--- src/rtl/dref_pkg.sv ---
package dref_pkg;
  typedef enum logic [2:0] {PH_IDLE, PH_SETUP, PH_HOLD, PH_ACT, PH_PRE} phase_t;
  typedef enum logic [1:0] {M_PAUSE, M_WAKE, M_RUN, M_REWAIT} mode_t;
endpackage

--- src/rtl/dref_strobe.sv ---
module dref_strobe
  import dref_pkg::*;
#(
  parameter int T_CSR = 1,
  parameter int T_CHR = 1,
  parameter int T_RAS = 4,
  parameter int T_RP  = 3
) (
  input  logic       clk,
  input  logic       rst,
  input  logic       start,
  output logic       busy,
  output logic       done,
  output logic       row_n,
  output logic [1:0] col_n
);
  localparam int T_ACT = T_RAS - T_CHR;
  localparam int M1    = (T_CSR > T_CHR) ? T_CSR : T_CHR;
  localparam int M2    = (T_ACT > T_RP) ? T_ACT : T_RP;
  localparam int TMAX  = (M1 > M2) ? M1 : M2;
  localparam int CW    = $clog2(TMAX + 1);

  phase_t          ph, nxt;
  logic [CW-1:0]   cnt;

  function automatic logic [CW-1:0] last_of(phase_t p);
    case (p)
      PH_SETUP: return CW'(T_CSR - 1);
      PH_HOLD:  return CW'(T_CHR - 1);
      PH_ACT:   return CW'(T_ACT - 1);
      PH_PRE:   return CW'(T_RP - 1);
      default:  return '0;
    endcase
  endfunction

  always_comb begin
    case (ph)
      PH_SETUP: nxt = PH_HOLD;
      PH_HOLD:  nxt = PH_ACT;
      PH_ACT:   nxt = PH_PRE;
      default:  nxt = PH_IDLE;
    endcase
  end

  always_ff @(posedge clk) begin
    if (rst) begin
      ph  <= PH_IDLE;
      cnt <= '0;
    end else if (ph == PH_IDLE) begin
      if (start) begin
        ph  <= PH_SETUP;
        cnt <= last_of(PH_SETUP);
      end
    end else if (cnt == '0) begin
      ph  <= nxt;
      cnt <= last_of(nxt);
    end else begin
      cnt <= cnt - 1'b1;
    end
  end

  assign busy  = (ph != PH_IDLE);
  assign done  = (ph == PH_PRE) && (cnt == '0);
  assign col_n = {2{!((ph == PH_SETUP) || (ph == PH_HOLD))}};
  assign row_n = !((ph == PH_HOLD) || (ph == PH_ACT));

  AST_COL_LEADS_ROW: assert property (@(posedge clk) disable iff (rst)
    $fell(row_n) |-> (col_n == 2'b00 && $past(col_n) == 2'b00));
  AST_ROW_ENDS_CLEAN: assert property (@(posedge clk) disable iff (rst)
    $rose(row_n) |-> (col_n == 2'b11));
endmodule

--- src/rtl/dref_tick.sv ---
module dref_tick #(
  parameter int INTERVAL = 1560
) (
  input  logic clk,
  input  logic rst,
  input  logic en,
  output logic tick
);
  localparam int TW = $clog2(INTERVAL);

  logic [TW-1:0] cnt;

  assign tick = en && (cnt == TW'(INTERVAL - 1));

  always_ff @(posedge clk) begin
    if (rst || !en || tick) cnt <= '0;
    else                    cnt <= cnt + 1'b1;
  end
endmodule

--- src/rtl/dref_debt.sv ---
module dref_debt #(
  parameter int MAX_DEBT = 4
) (
  input  logic clk,
  input  logic rst,
  input  logic clr,
  input  logic inc,
  input  logic dec,
  output logic owed,
  output logic full
);
  localparam int DW = $clog2(MAX_DEBT + 1);

  logic [DW-1:0] debt;

  assign owed = (debt != '0);
  assign full = (debt == DW'(MAX_DEBT));

  always_ff @(posedge clk) begin
    if (rst || clr)                debt <= '0;
    else if (inc && !dec && !full) debt <= debt + 1'b1;
    else if (dec && !inc)          debt <= debt - 1'b1;
  end

  AST_DEBT_CAP: assert property (@(posedge clk) disable iff (rst)
    debt <= DW'(MAX_DEBT));
  AST_DEC_OWED: assert property (@(posedge clk) disable iff (rst)
    dec |-> owed);
endmodule

--- src/rtl/dram_refresh_seq.sv ---
module dram_refresh_seq
  import dref_pkg::*;
#(
  parameter int PAUSE_CYC    = 20000,
  parameter int WAKE_CNT     = 8,
  parameter int INTERVAL_CYC = 1560,
  parameter int T_CSR        = 1,
  parameter int T_CHR        = 1,
  parameter int T_RAS        = 4,
  parameter int T_RP         = 3,
  parameter int MAX_DEBT     = 4
) (
  input  logic       clk,
  input  logic       rst,
  input  logic       ref_gnt,
  output logic       ref_req,
  output logic       ready,
  output logic       bus_own,
  output logic       row_stb_n,
  output logic [1:0] col_stb_n,
  output logic       debt_ovf
);
  localparam int PW = $clog2(PAUSE_CYC);
  localparam int WW = $clog2(WAKE_CNT + 1);

  mode_t         mode;
  logic [PW-1:0] pcnt;
  logic [WW-1:0] wcnt;
  logic          eng_busy, eng_done, eng_idle, start;
  logic          tick, owed, full, dec, ovf_evt;

  assign eng_idle = !eng_busy;
  assign dec      = (mode == M_RUN) && eng_idle && owed && ref_gnt;
  assign start    = dec || ((mode == M_WAKE) && eng_idle && (wcnt != WW'(WAKE_CNT)));
  assign ovf_evt  = tick && !dec && full;
  assign ref_req  = eng_idle && (((mode == M_RUN) && owed) || (mode == M_REWAIT));
  assign ready    = (mode == M_RUN);
  assign bus_own  = (mode == M_PAUSE) || (mode == M_WAKE) || eng_busy;

  dref_strobe #(.T_CSR(T_CSR), .T_CHR(T_CHR), .T_RAS(T_RAS), .T_RP(T_RP)) u_strobe (
    .clk(clk), .rst(rst), .start(start), .busy(eng_busy), .done(eng_done),
    .row_n(row_stb_n), .col_n(col_stb_n));

  dref_tick #(.INTERVAL(INTERVAL_CYC)) u_tick (
    .clk(clk), .rst(rst), .en(mode == M_RUN), .tick(tick));

  dref_debt #(.MAX_DEBT(MAX_DEBT)) u_debt (
    .clk(clk), .rst(rst), .clr((mode != M_RUN) || ovf_evt), .inc(tick), .dec(dec),
    .owed(owed), .full(full));

  always_ff @(posedge clk) begin
    if (rst) begin
      mode     <= M_PAUSE;
      pcnt     <= '0;
      wcnt     <= '0;
      debt_ovf <= 1'b0;
    end else begin
      case (mode)
        M_PAUSE: begin
          if (pcnt == PW'(PAUSE_CYC - 1)) begin
            mode <= M_WAKE;
            wcnt <= '0;
          end else begin
            pcnt <= pcnt + 1'b1;
          end
        end
        M_WAKE: begin
          if (eng_done) wcnt <= wcnt + 1'b1;
          if (eng_idle && wcnt == WW'(WAKE_CNT)) mode <= M_RUN;
        end
        M_RUN: begin
          if (ovf_evt) begin
            mode     <= M_REWAIT;
            debt_ovf <= 1'b1;
          end
        end
        default: begin
          if (ref_gnt && eng_idle) begin
            mode <= M_WAKE;
            wcnt <= '0;
          end
        end
      endcase
    end
  end

  AST_REQ_HELD: assert property (@(posedge clk) disable iff (rst)
    (ref_req && !ref_gnt) |=> ref_req);
  AST_OVF_STICKY: assert property (@(posedge clk) disable iff (rst)
    debt_ovf |=> debt_ovf);
  AST_READY_AFTER_WAKE: assert property (@(posedge clk) disable iff (rst)
    $rose(ready) |-> (wcnt == WW'(WAKE_CNT)));
  AST_COL_PAIR: assert property (@(posedge clk) disable iff (rst)
    col_stb_n[0] == col_stb_n[1]);
endmodule

--- config.mk ---
export PLATFORM = sky130hd
export DESIGN_NAME = dram_refresh_seq
export DESIGN_NICKNAME = d
export VERILOG_FILES = /design/src/rtl/dref_pkg.sv /design/src/rtl/dref_strobe.sv /design/src/rtl/dref_tick.sv /design/src/rtl/dref_debt.sv /design/src/rtl/dram_refresh_seq.sv
export SDC_FILE = /design/constraint.sdc
export NUM_CORES = 1
export LEC_CHECK = 0
export BUFFER_PORTS_ARGS = -buffer_cell sky130_fd_sc_hd__buf_2
export CAP_MARGIN = 20
export CORE_MARGIN = 2
export CORE_UTILIZATION = 55
export DETAILED_ROUTE_END_ITERATION = 12
export PLACE_DENSITY_LB_ADDON = 0.05
export SKIP_CTS_REPAIR_TIMING = 1
export SLEW_MARGIN = 20
export SYNTH_ARGS = -nofsm -noshare
export SYNTH_HDL_FRONTEND = slang
export SYNTH_SLANG_ARGS = --single-unit
--- constraint.sdc ---
create_clock -name clk -period 3.6 [get_ports clk]
set_input_delay 0.18 -clock clk [delete_from_list [all_inputs] [get_ports clk]]
set_output_delay 0.18 -clock clk [all_outputs]
set_load 0.02 [all_outputs]
Word level (Yosys, flattened, before mapping)
Cells that the tools add are included.
{"block": "op_classes", "n_addsub": 6, "eq_ne": 20, "muxes": 19, "bitwise_logic": 2, "reduce_logical": 47}
{"cell": "$mux 2", "count": 8}
{"cell": "$add 15x1->15 const B", "count": 1}
{"cell": "$eq 15x15->1 const B", "count": 1}
{"cell": "$logic_and 1x1->1", "count": 15}
{"cell": "$mux 3", "count": 5}
{"cell": "$mux 4", "count": 3}
{"cell": "$pmux 4 s3", "count": 1}
{"cell": "$add 11x1->11 const B", "count": 1}
{"cell": "$eq 11x11->1 const B", "count": 1}
{"cell": "$logic_or 1x1->1", "count": 10}
{"cell": "$eq 3x2->1 const B", "count": 3}
{"cell": "$eq 3x3->1 const B", "count": 3}
{"cell": "$pmux 3 s3", "count": 1}
{"cell": "$reduce_bool 3->1", "count": 3}
{"cell": "$ne 2x2->1 const B", "count": 4}
{"cell": "$reduce_and 4->1", "count": 2}
{"cell": "$logic_not 1->1", "count": 7}
{"cell": "$pmux 2 s3", "count": 1}
{"cell": "$reduce_and 2->1", "count": 3}
{"cell": "$add 4x1->4 const B", "count": 1}
{"cell": "$eq 2x2->1 const B", "count": 2}
{"cell": "$eq 4x4->1 const B", "count": 1}
{"cell": "$logic_not 2->1", "count": 2}
{"cell": "$ne 2x1->1 const B", "count": 2}
{"cell": "other kinds (11)", "count": 13}
{"block": "word_totals", "regBits": 41, "output_inout_bits": 7}

Depth between registers and ports, before layout
{"block": "logic_depth", "depth_word": 10, "mapped_depth": 11, "ltp_nobuf": 10}

Hierarchy
From an unflattened synthesis, not the netlist that was laid out.
{"block": "hier_totals", "cells_unflattened": 263, "area_unflattened_um2": 2254.7}
{"mod": "dram_refresh_seq", "n_inst": 1, "cells_per_inst": 150, "area_each_um2": 1255.0}
{"mod": "dref_tick", "n_inst": 1, "cells_per_inst": 56, "area_each_um2": 516.7}
{"mod": "dref_strobe", "n_inst": 1, "cells_per_inst": 36, "area_each_um2": 277.8}
{"mod": "dref_debt", "n_inst": 1, "cells_per_inst": 21, "area_each_um2": 205.2}

Worst setup path before layout
Ideal clock, no wire load.
{"block": "synth_timing", "path_type": "register to register", "from": "register mode[0]", "to": "register u_debt.debt[2]", "setup_ns": 0.074, "arrival_time_ns": 2.688, "setup_slack_ns": 0.838, "path_stages_with_launch": 11, "n_path_buf": 1, "cell_sequence": "dfxtp_1 inv_1 ha_1 nand2_1 or4_1 clkbuf_1 nor2_1 nand2_1 fa_1 or3_1 a31oi_1"}
{"block": "synth_via", "elab_chain_cells": 9}
{"item": "start, declared", "line_no": "dram_refresh_seq.sv:26", "text": "mode_t mode;"}
{"item": "start signal, assigned", "line_no": "dram_refresh_seq.sv:53", "text": "mode <= M_PAUSE;"}
{"item": "start signal, assigned", "line_no": "dram_refresh_seq.sv:61", "text": "mode <= M_WAKE;"}
{"item": "start signal, assigned", "line_no": "dram_refresh_seq.sv:69", "text": "if (eng_idle && wcnt == WW'(WAKE_CNT)) mode <= M_RUN;"}
{"item": "$eq 2x2->1 *"}
{"item": "named net ready", "line_no": "dram_refresh_seq.sv:17", "text": "output logic ready,"}
{"item": "$logic_and 1x1->1 (3 in a row)", "line_no": "dram_refresh_seq.sv:33", "text": "assign dec = (mode == M_RUN) && eng_idle && owed && ref_gnt;"}
{"item": "$logic_not 1->1", "line_no": "dref_debt.sv:21, dram_refresh_seq.sv:35"}
{"item": "$logic_and 1x1->1", "line_no": "dref_debt.sv:21, dram_refresh_seq.sv:35"}
{"item": "$logic_and 1x1->1", "line_no": "dram_refresh_seq.sv:35", "text": "assign ovf_evt = tick && !dec && full;"}
{"item": "$logic_or 1x1->1", "line_no": "dram_refresh_seq.sv:48", "text": ".clk(clk), .rst(rst), .clr((mode != M_RUN) || ovf_evt), .inc(tick), .dec(dec),"}
{"item": "$logic_or 1x1->1", "line_no": "dref_debt.sv:20", "text": "if (rst || clr) debt <= '0;"}
{"item": "end signal, assigned", "line_no": "dref_debt.sv:21", "text": "else if (inc && !dec && !full) debt <= debt + 1'b1;"}
{"item": "end signal, assigned", "line_no": "dref_debt.sv:22", "text": "else if (dec && !inc) debt <= debt - 1'b1;"}
{"item": "end, declared", "line_no": "dref_debt.sv:14", "text": "logic [DW-1:0] debt;"}
Mark *: on every way through the listed nets, which the timed path passes. The rest lies on a longest branch.
A chain may end at the register's enable or synchronous reset.

Final worst setup path
{"block": "layout_timing", "from": "register mode[0]", "to": "register u_debt.debt[2]"}
{"block": "layout_via", "elab_chain_cells": 9}
{"item": "$eq 2x2->1", "line_no": "dram_refresh_seq.sv:33, dram_refresh_seq.sv:45"}
{"item": "$logic_and 1x1->1 (3 in a row)", "line_no": "dram_refresh_seq.sv:33"}
{"item": "$logic_not 1->1", "line_no": "dref_debt.sv:21, dram_refresh_seq.sv:35"}
{"item": "$logic_and 1x1->1", "line_no": "dref_debt.sv:21, dram_refresh_seq.sv:35"}
{"item": "$logic_and 1x1->1", "line_no": "dram_refresh_seq.sv:35"}
{"item": "$logic_or 1x1->1", "line_no": "dram_refresh_seq.sv:48"}
{"item": "$logic_or 1x1->1", "line_no": "dref_debt.sv:20"}
Parallel ways exist; a longest one is shown, timed or not.

==> reports/metrics.yaml <==
fin_worst_skew_ns: 0.00387
switchingPower_uw: 233
cts_root_buf: "clkbuf_8"
synth_seq_area_share_pct: 38.7
drt_iter0_markers: 88
status: "complete, no violations"
synth_top_area_cell: "dfxtp_1"
ys_ff_latch: 41
num_antenna_cells: 0
rsz0062_at_grt: "no"
avgRoutedWirePerCell_um: 12.8
end_kind: "flop"
die_w_um: 66.1
critPathKind: "flop to flop"
ctsHtreeMaxLevel: 2
yosys_most_used_dff: "dfxtp_1"
final_cell_mix: "nor2_1, dfxtp_1, nand2_1"
synth_edf_count: 0
rows: 22
setup_tns_ns: 0
relSlewSlack_pct: 49.4
antenna_found_initial: 0
nets: 274
period_minus_slack_ns: 2.87
drc_errors: 0
p_seq_share_pct: 47.0
arrival_ns: 3.10
first_pass_iters: 4
port_buffers: 9
crit_path_start_kind: "flop"
synth_cell_types: 45
cp.required_ns: 3.83
grt.overflow.total: 0
crit_chain: "inv_1, ha_1, nand2_1, or4_1, nor2_1, nand2_1, fa_1, or3_1, a31oi_1"
stdcell_count: 310
initial_utilization_pct: 57.5
postSynthAreaPerCell_um2: 8.38
slowest_delay_ns: 0.59
crit_fanout: 8
hold_viol_final: 0
period_share_pct: 79.7
maxCapViolCount: 0
fin_ws_ns: 0.730
synthCells: 253
globalplace.congestion: 0.796
ff2ff_path_depth: 9
dp_cells: 302
holdPathEnd: "pcnt[0]"
via_per_inst: 5.44
p_sw_share_pct: 23.1
cpLargestDelayFamily: "simple AND/OR/NAND/NOR gates"
grt_pass1_wl_mm: 7.07
grt.total_usage_pct: 20.9
power_density_mw_per_mm2: 434
first_global_vias: 1628
combPwrFrac_pct: 9.5
totalWireLength_mm: 3.98
min_from: "rst"
cp_slowest_cell: "or4_1"
rr_endpoint: "u_debt.debt[2]"
cts_tree: "done"
dp_slack_ns: 0.749
syn_area_mm2: 0.00212
cts_buffers: 5
pwr-share-clk_pct: 43.4
cts_sinks: 41
core-area_mm2: 0.00369
r2r_start: "mode[0]"
holdWs_ns: 0.371
synth_warnings: 0
grt_max_degree: 33
rrSetupSlack_ns: 0.73
async_reset_ff_share_pct: 0
vias: 1685
nFillCells: 356
synthesis.nets: 266
cts_max_path_buffers: 2
hold_path_class: "input pin to flop"
hold_depth: 2
placed_cell_area_mm2: 0.00219
critPathMostFrequentCell: "nand2_1"
clk-insertion-delay-late_ns: 0.30
drtAntennaViolNets: 0
yosysTopAreaCellShare_pct: 38.7
synth_area_leaders: "dfxtp_1, nor2_1, xor2_1"
path_clk_slew_ns: 0.08
die_area_mm2: 0.00437
final_max_slew_viol_count: 0
p_leak_nw: 0.829
setup_viol: 0
worstMarginPinSlew_ns: 0.754
layout-drive-gt1-share_pct: 8.40
fmax_ghz: 0.348
area_growth_pct: 9.62
ir_drop_mv: 0.242
hpwl_mm: 2.76
regArea_um2: 821
die_h_um: 66.1
final_area_mm2: 0.00232
multiInputGateArea_mm2: 0.00123
ios: 10
p_int_uw: 775
crit_buf_inv: 1
## state kept, by name (all words and copies together) (netlist names)
signal	count
wcnt	4
u_strobe.cnt	2
pcnt	15
u_strobe.ph	3
debt_ovf	1
u_debt.debt	3
mode	2
u_tick.cnt	11
## cell type report
type | count | area share, %
Inverter | 10 | 1.62
Timing Repair Buffer | 9 | 1.94
Sequential cell | 41 | 35.3
Multi-Input combinational cell | 194 | 52.8
Clock inverter | 3 | 2.80
Tap cell | 48 | 2.58
Clock buffer | 5 | 2.96
## routing by layer
metal | vias to the layer above | wire [um] | global-route usage (%)
met5 | - | 0 | 0
met4 | 0 | 91 | 8.16
met3 | 11 | 108 | 6.13
met2 | 15 | 1830 | 33.6
met1 | 780 | 1950 | 26.3
li1 | 879 | - | -
## metrics by stage
| stage | utilization [%] | total power [mW] |
|---|---|---|
| floorplan | - | 0.560 |
| global placement | 59.4 | 0.578 |
| detailed placement | 59.4 | 0.581 |
| CTS | 63.0 | 1.02 |
| global route | 63.0 | 1.05 |
| finish | 63.0 | 1.01 |
## cells in the mapped netlist, types with 6 or more instances
| cell type | instances |
|---|---|
| a21oi_1 | 9 |
| and3_1 | 6 |
| clkbuf_1 | 6 |
| dfxtp_1 | 41 |
| ha_1 | 9 |
| inv_1 | 10 |
| nand2_1 | 25 |
| nand2b_1 | 6 |
| nand3_1 | 15 |
| nand4_1 | 7 |
| nor2_1 | 41 |
| xnor2_1 | 9 |
| xor2_1 | 16 |
## logic make-up (layout without fill, tap and decap cells)
family | after synthesis | count (layout) | share of synthesized area (%)
simple gates | 128 | 128 | 29.9
fa+ha+maj | 10 | 10 | 6.26
xor+xnor | 25 | 25 | 10.3
compound gates | 29 | 29 | 10.3
buf+inv | 18 | 27 | 3.42
flops | 41 | 41 | 38.7
mux | 2 | 2 | 1.00
## power by group through the flow
stage | clock network [mW] | logic (mW) | registers, mW
4_1_cts | 0.447 | 0.0965 | 0.474
5_1_grt | 0.467 | 0.109 | 0.477
2_1_floorplan | 0 | 0.0769 | 0.483
6_report | 0.438 | 0.0960 | 0.474
3_5_place_dp | 0 | 0.0961 | 0.485
3_3_place_gp | 0 | 0.0933 | 0.485
## how the worst max path moves through the flow
stage / startpoint / end / slack (ns) / cells past startpoint
6_report: mode[0] / u_debt.debt[2] / 0.73 / 9
5_1_grt: mode[0] / u_debt.debt[2] / 0.49 / 9
4_1_cts: mode[0] / u_debt.debt[2] / 0.73 / 9
3_5_place_dp: mode[0] / u_debt.debt[2] / 0.75 / 9
3_3_place_gp: mode[0] / u_debt.debt[2] / 0.84 / 9
2_1_floorplan: mode[0] / u_debt.debt[2] / 0.84 / 10
Power figures use the tool's default switching activity.
